## src/rtl/cmdq_pkg.sv

```systemverilog
package cmdq_pkg;

    localparam logic [7:0] OP_MOVI    = 8'h01;
    localparam logic [7:0] OP_INT     = 8'h03;
    localparam logic [7:0] OP_CLEAR   = 8'h04;
    localparam logic [7:0] OP_SYNC    = 8'h05;
    localparam logic [7:0] OP_MAPD    = 8'h08;
    localparam logic [7:0] OP_MAPC    = 8'h09;
    localparam logic [7:0] OP_MAPTI   = 8'h0A;
    localparam logic [7:0] OP_MAPI    = 8'h0B;
    localparam logic [7:0] OP_INV     = 8'h0C;
    localparam logic [7:0] OP_INVALL  = 8'h0D;
    localparam logic [7:0] OP_MOVALL  = 8'h0E;
    localparam logic [7:0] OP_DISCARD = 8'h0F;

    localparam logic [31:0] FIRST_MSG_ID = 32'd8192;
    localparam logic [9:0]  SPURIOUS_ID  = 10'd1023;

    typedef enum logic [3:0] {
        ST_IDLE, ST_FETCH, ST_EXEC, ST_RD_DEV, ST_RD_XLAT,
        ST_RD_COLD, ST_RD_CNEW, ST_WRITE, ST_ADV, ST_STALL
    } state_e;

    typedef struct packed {
        logic [7:0]  op;
        logic [31:0] devid;
        logic [31:0] evid;
        logic [31:0] upper;
        logic        vbit;
        logic [43:0] tbl;
        logic [15:0] icid;
        logic [31:0] tgt_a;
        logic [31:0] tgt_b;
    } cmd_t;

    function automatic logic [63:0] dev_entry(input logic [4:0] size, input logic [43:0] tbl);
        return {14'd0, tbl, size, 1'b1};
    endfunction

    function automatic logic [63:0] xlat_entry(input logic [15:0] intid, input logic [15:0] icid);
        return {20'd0, SPURIOUS_ID, icid, intid, 1'b1, 1'b1};
    endfunction

    function automatic logic [63:0] coll_entry(input logic [31:0] tgt);
        return {31'd0, tgt, 1'b1};
    endfunction

endpackage

```

## src/rtl/cmdq_ring.sv

```systemverilog
module cmdq_ring #(
    parameter int PG_W  = 8,
    parameter int IDX_W = PG_W + 7
) (
    input  logic [63:0]      base,
    input  logic [PG_W-1:0]  pages_m1,
    input  logic [IDX_W-1:0] rd,
    input  logic [1:0]       word,
    output logic [IDX_W:0]   cap,
    output logic [63:0]      fetch_addr,
    output logic [IDX_W-1:0] rd_next
);
    logic [IDX_W:0] pages;
    logic [IDX_W:0] inc;

    always_comb begin
        pages      = (IDX_W+1)'(pages_m1) + 1'b1;
        cap        = pages << 7;
        fetch_addr = base + 64'({rd, 5'b0}) + 64'({word, 3'b0});
        inc        = {1'b0, rd} + 1'b1;
        rd_next    = (inc == cap) ? '0 : inc[IDX_W-1:0];
    end
endmodule

```

## src/rtl/cmdq_merge.sv

```systemverilog
module cmdq_merge
    import cmdq_pkg::*;
(
    input  cmd_t        cur,
    input  logic [1:0]  word,
    input  logic [63:0] data,
    output cmd_t        nxt
);
    logic unused_bits;
    assign unused_bits = ^data[62:52];

    always_comb begin
        nxt = cur;
        case (word)
            2'd0: begin
                nxt.op    = data[7:0];
                nxt.devid = data[63:32];
            end
            2'd1: begin
                nxt.evid  = data[31:0];
                nxt.upper = data[63:32];
            end
            2'd2: begin
                nxt.vbit  = data[63];
                nxt.tbl   = data[51:8];
                nxt.icid  = data[15:0];
                nxt.tgt_a = data[47:16];
            end
            default: nxt.tgt_b = data[47:16];
        endcase
    end
endmodule

```

## src/rtl/cmdq_engine.sv

```systemverilog
module cmdq_engine
    import cmdq_pkg::*;
#(
    parameter int DEV_N   = 64,
    parameter int COL_N   = 16,
    parameter int CPU_N   = 4,
    parameter int ID_BITS = 15,
    parameter int PG_W    = 8,
    localparam int IDX_W  = PG_W + 7
) (
    input  logic             clk,
    input  logic             rst_n,
    input  logic             enable,
    input  logic [63:0]      q_base,
    input  logic [PG_W-1:0]  q_pages_m1,
    input  logic [IDX_W-1:0] wr_idx,
    input  logic [63:0]      dev_base,
    input  logic [63:0]      col_base,
    output logic [IDX_W-1:0] rd_idx,
    output logic             stalled,
    output logic             mem_req,
    output logic             mem_we,
    output logic [63:0]      mem_addr,
    output logic [63:0]      mem_wdata,
    input  logic             mem_ack,
    input  logic             mem_err,
    input  logic             mem_hole,
    input  logic [63:0]      mem_rdata,
    output logic             walk_valid,
    output logic [1:0]       walk_kind,
    output logic [31:0]      walk_dev,
    output logic [31:0]      walk_event,
    output logic             move_valid,
    output logic             move_all,
    output logic [31:0]      move_src,
    output logic [31:0]      move_dst,
    output logic [15:0]      move_intid
);
    localparam logic [32:0] INT_LIM = 33'd1 << (ID_BITS + 1);

    typedef struct packed {
        state_e          st;
        logic [1:0]      word;
        cmd_t            cmd;
        logic [4:0]      dsize;
        logic [43:0]     dtbl;
        logic [63:0]     xlat;
        logic [31:0]     old_tgt;
        logic [63:0]     waddr;
        logic [63:0]     wdata;
        logic [IDX_W-1:0] rd;
        logic            stall;
        logic            wv;
        logic [1:0]      wk;
        logic            mv;
        logic            mall;
        logic [31:0]     msrc;
        logic [31:0]     mdst;
        logic [15:0]     mint;
    } regs_t;

    regs_t q, d;

    logic [IDX_W:0]   cap;
    logic [63:0]      fetch_addr;
    logic [IDX_W-1:0] rd_next;
    cmd_t             merged;

    cmdq_ring #(.PG_W(PG_W), .IDX_W(IDX_W)) ring_i (
        .base(q_base), .pages_m1(q_pages_m1), .rd(q.rd), .word(q.word),
        .cap(cap), .fetch_addr(fetch_addr), .rd_next(rd_next)
    );

    cmdq_merge merge_i (
        .cur(q.cmd), .word(q.word), .data(mem_rdata), .nxt(merged)
    );

    // Addresses derived from the held command and table entries
    logic [63:0] dev_addr, xlat_addr, cold_addr, cnew_addr;
    always_comb begin
        dev_addr  = dev_base + {29'd0, q.cmd.devid, 3'b0};
        xlat_addr = {12'd0, q.dtbl, 8'd0} + {29'd0, q.cmd.evid, 3'b0};
        cold_addr = col_base + {45'd0, q.xlat[33:18], 3'b0};
        cnew_addr = col_base + {45'd0, q.cmd.icid, 3'b0};
    end

    always_comb begin
        logic        ent_v;
        logic [4:0]  sz;
        logic        ev_oob;
        logic [31:0] intid;
        logic [63:0] x;
        logic [31:0] tgt;
        d = q;
        d.wv = 1'b0;
        d.mv = 1'b0;
        mem_req   = 1'b0;
        mem_we    = 1'b0;
        mem_addr  = fetch_addr;
        mem_wdata = q.wdata;
        ent_v  = mem_rdata[0] & ~mem_hole;
        sz     = mem_rdata[5:1];
        ev_oob = (({32'd0, q.cmd.evid} >> (6'd1 + {1'b0, sz})) != 64'd0);
        intid  = (q.cmd.op == OP_MAPI) ? q.cmd.evid : q.cmd.upper;
        x      = mem_hole ? 64'd0 : mem_rdata;
        tgt    = mem_rdata[32:1];
        case (q.st)
            ST_IDLE: begin
                if (enable && !q.stall && q.rd != wr_idx) begin
                    d.st   = ST_FETCH;
                    d.word = 2'd0;
                end
            end
            ST_FETCH: begin
                mem_req = 1'b1;
                if (mem_ack) begin
                    if (mem_err || mem_hole) begin
                        d.st = ST_STALL; d.stall = 1'b1;
                    end else begin
                        d.cmd = merged;
                        if (q.word == 2'd3) d.st = ST_EXEC;
                        else d.word = q.word + 2'd1;
                    end
                end
            end
            ST_EXEC: begin
                d.st = ST_ADV;
                case (q.cmd.op)
                    OP_MAPD: begin
                        if (q.cmd.devid < 32'(DEV_N) && q.cmd.evid[4:0] <= 5'(ID_BITS)) begin
                            d.waddr = dev_addr;
                            d.wdata = q.cmd.vbit ? dev_entry(q.cmd.evid[4:0], q.cmd.tbl) : 64'd0;
                            d.st    = ST_WRITE;
                        end
                    end
                    OP_MAPC: begin
                        if (q.cmd.icid < 16'(COL_N) &&
                            !(q.cmd.vbit && q.cmd.tgt_a >= 32'(CPU_N))) begin
                            d.waddr = cnew_addr;
                            d.wdata = q.cmd.vbit ? coll_entry(q.cmd.tgt_a) : 64'd0;
                            d.st    = ST_WRITE;
                        end
                    end
                    OP_MAPTI, OP_MAPI, OP_MOVI: begin
                        if (q.cmd.devid < 32'(DEV_N)) d.st = ST_RD_DEV;
                    end
                    OP_MOVALL: begin
                        if (q.cmd.tgt_a < 32'(CPU_N) && q.cmd.tgt_b < 32'(CPU_N)) begin
                            d.mv = 1'b1; d.mall = 1'b1;
                            d.msrc = q.cmd.tgt_a; d.mdst = q.cmd.tgt_b; d.mint = 16'd0;
                        end
                    end
                    OP_INT:     begin d.wv = 1'b1; d.wk = 2'd0; end
                    OP_CLEAR:   begin d.wv = 1'b1; d.wk = 2'd1; end
                    OP_DISCARD: begin d.wv = 1'b1; d.wk = 2'd2; end
                    default: ;
                endcase
            end
            ST_RD_DEV: begin
                mem_req  = 1'b1;
                mem_addr = dev_addr;
                if (mem_ack) begin
                    d.dsize = sz;
                    d.dtbl  = mem_rdata[49:6];
                    if (mem_err) begin
                        d.st = ST_STALL; d.stall = 1'b1;
                    end else if (!ent_v || ev_oob) begin
                        d.st = ST_ADV;
                    end else if (q.cmd.op == OP_MOVI) begin
                        d.st = ST_RD_XLAT;
                    end else if (q.cmd.icid >= 16'(COL_N) || intid < FIRST_MSG_ID ||
                                 {1'b0, intid} >= INT_LIM) begin
                        d.st = ST_ADV;
                    end else begin
                        d.waddr = {12'd0, mem_rdata[49:6], 8'd0} + {29'd0, q.cmd.evid, 3'b0};
                        d.wdata = xlat_entry(intid[15:0], q.cmd.icid);
                        d.st    = ST_WRITE;
                    end
                end
            end
            ST_RD_XLAT: begin
                mem_req  = 1'b1;
                mem_addr = xlat_addr;
                if (mem_ack) begin
                    d.xlat = x;
                    if (mem_err) begin
                        d.st = ST_STALL; d.stall = 1'b1;
                    end else if (!x[0] || !x[1] || x[33:18] >= 16'(COL_N) ||
                                 q.cmd.icid >= 16'(COL_N)) begin
                        d.st = ST_ADV;
                    end else begin
                        d.st = ST_RD_COLD;
                    end
                end
            end
            ST_RD_COLD: begin
                mem_req  = 1'b1;
                mem_addr = cold_addr;
                if (mem_ack) begin
                    d.old_tgt = tgt;
                    if (mem_err) begin
                        d.st = ST_STALL; d.stall = 1'b1;
                    end else d.st = ent_v ? ST_RD_CNEW : ST_ADV;
                end
            end
            ST_RD_CNEW: begin
                mem_req  = 1'b1;
                mem_addr = cnew_addr;
                if (mem_ack) begin
                    if (mem_err) begin
                        d.st = ST_STALL; d.stall = 1'b1;
                    end else if (!ent_v || q.old_tgt >= 32'(CPU_N) || tgt >= 32'(CPU_N)) begin
                        d.st = ST_ADV;
                    end else begin
                        if (q.old_tgt != tgt) begin
                            d.mv = 1'b1; d.mall = 1'b0;
                            d.msrc = q.old_tgt; d.mdst = tgt; d.mint = q.xlat[17:2];
                        end
                        d.waddr = xlat_addr;
                        d.wdata = {q.xlat[63:34], q.cmd.icid, q.xlat[17:0]};
                        d.st    = ST_WRITE;
                    end
                end
            end
            ST_WRITE: begin
                mem_req  = 1'b1;
                mem_we   = 1'b1;
                mem_addr = q.waddr;
                if (mem_ack) begin
                    if (mem_err) begin
                        d.st = ST_STALL; d.stall = 1'b1;
                    end else d.st = ST_ADV;
                end
            end
            ST_ADV: begin
                d.rd = rd_next;
                d.st = ST_IDLE;
            end
            default: d.stall = 1'b1;
        endcase
    end

    always_ff @(posedge clk or negedge rst_n) begin
        if (!rst_n) begin
            q       <= '0;
            q.st    <= ST_IDLE;
        end else begin
            q <= d;
        end
    end

    assign rd_idx     = q.rd;
    assign stalled    = q.stall;
    assign walk_valid = q.wv;
    assign walk_kind  = q.wk;
    assign walk_dev   = q.cmd.devid;
    assign walk_event = q.cmd.evid;
    assign move_valid = q.mv;
    assign move_all   = q.mall;
    assign move_src   = q.msrc;
    assign move_dst   = q.mdst;
    assign move_intid = q.mint;

    assert_rd_in_range_R2: assert property (@(posedge clk) disable iff (!rst_n)
        {1'b0, rd_idx} < cap) else $error("read index beyond capacity");

    assert_rd_step_R2: assert property (@(posedge clk) disable iff (!rst_n)
        (rd_idx != $past(rd_idx)) |-> (rd_idx == '0 || rd_idx == $past(rd_idx) + 1'b1))
        else $error("read index moved by more than one entry");

    assert_err_stalls_R3: assert property (@(posedge clk) disable iff (!rst_n)
        (mem_req && mem_ack && mem_err) |=> stalled) else $error("error without stall");

    assert_stall_freezes_R3: assert property (@(posedge clk) disable iff (!rst_n)
        stalled |=> (stalled && !mem_req && $stable(rd_idx))) else $error("stall not frozen");

    assert_hole_write_ok_R12: assert property (@(posedge clk) disable iff (!rst_n)
        (mem_req && mem_we && mem_ack && mem_hole && !mem_err && !stalled) |=> !stalled)
        else $error("hole write caused stall");

    assert_move_differs_R8: assert property (@(posedge clk) disable iff (!rst_n)
        (move_valid && !move_all) |-> (move_src != move_dst)) else $error("move to same target");

    assert_walk_pulse_R10: assert property (@(posedge clk) disable iff (!rst_n)
        walk_valid |=> !walk_valid) else $error("walker request longer than one cycle");

endmodule

```

## config.mk

```make
export PLATFORM = sky130hd
export DESIGN_NAME = cmdq_engine
export DESIGN_NICKNAME = d
export VERILOG_FILES = /design/src/rtl/cmdq_pkg.sv /design/src/rtl/cmdq_ring.sv /design/src/rtl/cmdq_merge.sv /design/src/rtl/cmdq_engine.sv
export SDC_FILE = /design/constraint.sdc
export NUM_CORES = 2
export LEC_CHECK = 0
export ABC_AREA = 0
export BUFFER_PORTS_ARGS = -buffer_cell sky130_fd_sc_hd__buf_4
export CAP_MARGIN = 30
export CELL_PAD_IN_SITES_DETAIL_PLACEMENT = 1
export CELL_PAD_IN_SITES_GLOBAL_PLACEMENT = 2
export CORE_MARGIN = 2
export CORE_UTILIZATION = 39
export DETAILED_ROUTE_END_ITERATION = 7
export PLACE_DENSITY_LB_ADDON = 0.1
export SYNTH_ARGS = -nofsm -noshare
export SYNTH_HDL_FRONTEND = slang
export SYNTH_SLANG_ARGS = --single-unit
```

## constraint.sdc

```tcl
create_clock -name clk -period 8.1 [get_ports clk]
set_input_delay 0 -clock clk [delete_from_list [all_inputs] [get_ports clk]]
set_output_delay 0 -clock clk [all_outputs]
set_load 0.01 [all_outputs]
```

# After elaboration in Yosys (flattened, before gate mapping)
# Index checks and enable logic that the tools add are counted.
dict set report op_classes {
  n_addsub 11
  magnitude_cmp 12
  n_eq_ne 48
  shifts 1
  muxes 66
  n_bitwise 5
  n_reduce_logical 46
}
# cell n
set op_table {}
lappend op_table {{$mux 128} 10}
lappend op_table {{$mux 82} 6}
lappend op_table {{$pmux 128 s3} 1}
lappend op_table {{$pmux 64 s5} 1}
lappend op_table {{$pmux 128 s2} 1}
lappend op_table {{$mux 235} 1}
lappend op_table {{$mux 231} 1}
lappend op_table {{$pmux 82 s2} 1}
lappend op_table {{$add 64x19->64} 2}
lappend op_table {{$mux 64} 2}
lappend op_table {{$add 52x35->53} 2}
lappend op_table {{$ge 32x3->1 const B} 3}
lappend op_table {{$mux 93} 1}
lappend op_table {{$mux 4} 20}
lappend op_table {{$add 64x20->64} 1}
lappend op_table {{$add 64x35->64} 1}
lappend op_table {{$add 64x5->64} 1}
lappend op_table {{$lt 32x3->1 const B} 2}
lappend op_table {{$mux 32} 2}
lappend op_table {{$reduce_bool 64->1} 1}
lappend op_table {{$shr 32x6->64} 1}
lappend op_table {{$mux 50} 1}
lappend op_table {{$eq 8x4->1 const B} 6}
lappend op_table {{$mux 40} 1}
lappend op_table {{other kinds (56)} 120}
dict set report totals {
  register_bits 604
  out_inout_bits 295
}

# Longest topological paths before layout
dict set report logic_depth {
  depth_word 11
  depth_mapped 15
}

# Cells and area by module
# From an unflattened synthesis, not the netlist that was laid out.
dict set report unflattened {
  hier_cells 5033
  area_unflattened_um2 45678.8
}
# module n_inst cells_per_inst area_each_um2 seq_area_each_um2
set by_module_without_submodules {}
lappend by_module_without_submodules {cmdq_engine 1 4408 40403.8 15114.5}
lappend by_module_without_submodules {cmdq_merge 1 257 2780.2 0.0}
lappend by_module_without_submodules {cmdq_ring 1 368 2494.9 0.0}

# Worst setup path before layout
# No wires, ideal clock.
dict set report synth_path {
  path_type {register -> register}
  start {reg q (netlist bit walk_event[11])}
  end {reg q[204] in the netlist's numbering}
  t_arrival_ps 3166
  path_slack_ps 4813
  path_stages_with_launch 13
  n_path_buf 1
  cell_sequence {dfrtp_1 > ha_1 > and3_1 > and3_1 > a211o_1 > o31ai_2 > a41oi_1 > a211o_1 > clkbuf_1 > nand4_1 > xnor2_1 > a221o_1 > o22a_1}
}
dict set report synth_between {
  elab_chain_cells 7
}
# element line_no
set synth_lines {}
lappend synth_lines {{start: declaration} cmdq_engine.sv:62} ;# regs_t q, d;
lappend synth_lines {{$add 52x35->53} cmdq_engine.sv:175} ;# d.waddr = {12'd0, mem_rdata[49:6], 8'd0} + {29'd0, q.cmd.evid, 3'b0};
lappend synth_lines {{$mux 128} cmdq_engine.sv:171} ;# end else if (q.cmd.icid >= 16'(COL_N) || intid < FIRST_MSG_ID ||
lappend synth_lines {{$mux 128} cmdq_engine.sv:169} ;# end else if (q.cmd.op == OP_MOVI) begin
lappend synth_lines {{$mux 128} cmdq_engine.sv:167} ;# end else if (!ent_v || ev_oob) begin
lappend synth_lines {{$mux 128} cmdq_engine.sv:165} ;# if (mem_err) begin
lappend synth_lines {{$mux 128} cmdq_engine.sv:162} ;# if (mem_ack) begin
lappend synth_lines {{$pmux 128 s3} cmdq_engine.sv:107} ;# case (q.st)
# Several ways; a longest one is shown, not always the timed one. The select of a mux whose other input is x is not followed.
# A chain may end at the register's enable or synchronous reset.

# Final worst setup path
dict set report layout_path {
  start {reg q (netlist bit walk_dev[0])}
  end {reg q[210] in the netlist's numbering}
}
dict set report layout_between {
  elab_chain_cells 4
}
# element line_no
set layout_lines {}
lappend layout_lines {{$add 64x35->64 / $lt 32x7->1 (equally long branches)} {cmdq_engine.sv:81, cmdq_engine.sv:130}}
lappend layout_lines {{$mux 128 / $logic_and 1x1->1 (equally long branches)} cmdq_engine.sv:130} ;# if (q.cmd.devid < 32'(DEV_N) && q.cmd.evid[4:0] <= 5'(ID_BITS)) begin
lappend layout_lines {{$pmux 128 s2 / $ne 3x3->1 (equally long branches)} -}
lappend layout_lines {{$pmux 128 s3 / $reduce_and 12->1 (equally long branches)} -}
# Several ways; a longest one is shown, not always the timed one. The select of a mux whose other input is x is not followed.

==> impl_results.md <==
- Crit start category: flip-flop
- RSZ-0062 raised after global routing: false
- Fraction of registers with async set/reset: 100%
- Syn. warnings: 0
- Gate power share: 42.8%
- Die Wd: around 320 um
- First-pass GRT wire length: ~270000 um
- Fin Setup TNS: 0 ps
- Non-filler instance count after layout: between 6000 and 7000
- Worst Tran Pin Value: 1070 ps
- Syn Nets: 4959
- Worst-case clock buffer depth: 3
- Routed vias/inst: ~6
- Flops & latches, synth: 564
- Initial antenna violation count: 10
- Core footprint: between 100000 and 150000 um^2
- Placed cell count: a little over 6000
- CTS root buffer: clkbuf_16
- Total number of vias: 37900
- Max transition margin: 28.1%
- CTS buffer count: 71
- Placed inst area: 43800 um^2
- FILL cells: 11800
- Worst vdd ir: 0.000139 V
- GR Overflow Total: 0
- Final worst-path cycle share: between 60 and 70%
- H-tree depth: 3
- Fin nets: 5325
- PD cells: 266 nW/um^2
- Area grow syn2layout: 19.7%
- CP Data Required Time: 8620 ps
- DPL Wire Length: 140000 um
- Initial DRT Pass Iterations: 7
- Fin. max-slew vios: 0
- Post-synth cell types: a little under 90
- Switching Share: between 40 and 50%
- Layout cell share with drive strength beyond 1: around 22%
- Critical Path Fanout Max: 11
- Clk_lat worst skew: 640 ps
- Critical-path cell list: ha_1 > fa_1 > a21oi_1 > o211ai_1 > a211oi_1 > o211ai_1 > a21boi_1 > nor2_1 > and3_1 > xor2_1 > dlygate4sd3_1 > a22oi_1 > a21oi_1 > dlygate4sd3_1
- Min Tclk post-route: roughly 5300 ps
- Fmax: 0.188 GHz
- Crit. End Element: flip-flop
- Min-delay worst type: in2async
- DRT iter0 DRCs: 3413
- Sink Count: around 560
- Final WS setup: around 2800 ps
- Arrival time worst endpoint: around 5800 ps
- Largest net degree at the start of global routing: 163
- Seq pwr share: a little under a third
- WHS: 52.1 ps
- Area contributors post-synth: dfrtp_1 (35%), mux2_2 (7.3%), nand2_1 (4.7%)
- CTS clk-pin slew, worst paths: 60 ps
- Total GRT Usage: 34.6%
- Top Ports: 580
- Top cell type's share of synthesized area: 35.4%
- MaxCap Viol Count: 0
- Routed len/inst: 29.4 um
- Fin. Hold Viols: 0
- Design area: between 40000 and 50000 um^2
- Initial Utilization: 39.2%
- DRC viols: 0
- Crit-path slowest cell: a21boi_1
- Routability cong.: between 0.9 and 1
- PortBufs: 579
- Total power: 12.7 mW
- Status: finished, final reports clean
- P_int: about 7.3 mW
- Vias in the first global route: 37500
- Critical Path Max Stage Delay: 810 ps
- Synthesized area per cell: between 8 and 9 um^2
- Dpl ws: 3790 ps
- Die footprint: 105000 um^2
- Cells after Synth: 4526
- Largest area contributor in the netlist: dfrtp_1
- Clk pwr share: between 20% and 30%
- FP Rows: about 120
- CP Class: reg2reg
- Die Height: approximately 320 um
- Final antenna-violating net count: 0
- CTS tree: built
- Leak: 21.6 nW
- EDFF count, synth: 0
- Net Sw Power: 5.37 mW
- Sequential area share after synthesis: approximately 35%
- Post-route core utilization: 46.9%
- Mapped cell area: 39800 um^2
- Setup Viol. Count Final: 0
- DRT Wirelength: 185000 um
- Clk_skew: roughly 24 ps
- Primary FF master, synth: dfrtp_1
-- final cells by class --
cell class / count / area (um^2) / share of cell area [%]
Antenna cell: 5 / 12.5 / 0.0262
Clock buffer: 91 / 1970 / 4.14
Clock inverter: 31 / 409 / 0.858
Inverter: 69 / 259 / 0.543
Multi-Input combinational cell: 3402 / 22900 / 47.9
Sequential cell: 564 / 14100 / 29.6
Tap cell: 1368 / 1710 / 3.59
Timing Repair Buffer: 784 / 6340 / 13.3
-- repair_timing --
action,4_1_cts,5_1_grt
setup buffers,0,0
hold buffers,140,0
resized for setup,0,0
hold endpoints to repair,431,0
setup endpoints to repair,0,0
-- per-layer routing --
metal / share of wire, % / track usage (%) / up-vias / wire length, um
met5: 0.0070 / 0 / - / 13
met1: 44 / 48.2 / 19300 / 81900
li1: - / - / 16900 / -
met3: 7.3 / 6.06 / 277 / 13500
met2: 45 / 53.8 / 1476 / 83500
met4: 3.6 / 12.1 / 2 / 6600
-- cells by family after synthesis --
group | Yosys count | share of synthesized area [%]
xor gates and xnor gates | 356 | 7.83
buffers and inverters | 560 | 7.48
DFF | 564 | 35.4
AOI/OAI and AO/OA | 1212 | 19.2
adders and majority gates | 148 | 4.76
and+or+nand+nor | 1374 | 16.6
muxes | 312 | 8.65
-- cell usage after synthesis, types with 12 or more instances --
| master | instances |
|---|---|
| a211oi_1 | 33 |
| a21o_1 | 57 |
| a21oi_1 | 318 |
| a221o_1 | 12 |
| a221oi_1 | 69 |
| a22o_1 | 25 |
| a22oi_1 | 50 |
| a31oi_1 | 39 |
| a32oi_1 | 12 |
| and2_1 | 18 |
| and3_1 | 54 |
| buf_1 | 34 |
| buf_2 | 21 |
| buf_4 | 226 |
| clkbuf_1 | 208 |
| dfrtp_1 | 564 |
| ha_1 | 142 |
| inv_1 | 68 |
| mux2_2 | 258 |
| mux2i_1 | 54 |
| nand2_1 | 494 |
| nand2b_1 | 84 |
| nand3_1 | 110 |
| nand4_1 | 68 |
| nor2_1 | 243 |
| nor2b_1 | 78 |
| nor3_1 | 71 |
| nor4_1 | 70 |
| o211ai_1 | 28 |
| o21a_1 | 20 |
| o21ai_0 | 319 |
| o21ai_1 | 32 |
| o21bai_1 | 18 |
| o221ai_1 | 19 |
| o22ai_1 | 46 |
| o31ai_1 | 20 |
| or2_2 | 16 |
| or3_1 | 17 |
| xnor2_1 | 189 |
| xor2_1 | 167 |
-- worst paths after layout --
path	slack, ps	startpoint	depth (start not counted)	to
worst max-delay path	2780	walk_dev[0]	14	q[210]
worst min-delay path	50	rst_n	3	q[224]
worst max register to register	2780	walk_dev[0]	14	q[210]
worst min register to register	480	q[308]	2	q[308]
max in group asynchronous	6300	rst_n	4	q[516]
min in group clk	50	q_pages_m1[6]	5	rd_idx[13]
-- cells in the final DEF, fill, tap and decap left out, types with 16 or more instances in the layout --
cell and count:
and2_1 18, mux2i_1 54, o22ai_1 46, xor2_1 167
clkbuf_16 71, nor3_1 68, o31ai_1 20, a21oi_1 317
xnor2_1 189, inv_1 68, a22oi_1 50, and3_1 52
dfrtp_1 564, nor2_1 239, nand4_1 68, o21a_1 20
o211ai_1 28, o21ai_1 32, a211oi_1 32, a31oi_1 39
o21ai_0 319, ha_1 142, a221oi_1 69, mux2_2 258
nor4_1 69, a21o_1 57, or3_1 16, nand2_1 488
or2_2 16, nor2b_1 78, o21bai_1 18, buf_4 636
o221ai_1 19, a22o_1 25, dlygate4sd3_1 139, nand3_1 109
nand2b_1 84
-- state kept, by name, summed over array words and instances (netlist names) --
name	cells
mem_wdata	64
move_all	1
move_dst	32
move_intid	16
move_src	32
move_valid	1
q	335
rd_idx	15
stalled	1
walk_dev	32
walk_event	32
walk_kind	2
walk_valid	1
-- critical path: cells and delay by family (launching register included) --
kind | cells | cell delay, ps
flops | 1 | 410
buf+inv | 2 | 1130
simple gates | 2 | 410
fa+ha+maj | 2 | 770
compound gates | 7 | 2340
xor+xnor | 1 | 170
-- power groups by stage --
stage                     sequential (mW)  combinational [mW]  clock (mW)
final                                3.94                5.43        3.33
after global routing                 3.98                5.79        3.49
after CTS                            3.91                5.32        3.38
after detailed placement             3.95                5.20           0
after global placement               3.93                5.13           0
after floorplan                      3.63                3.18           0
Power figures use the tool's default switching activity.
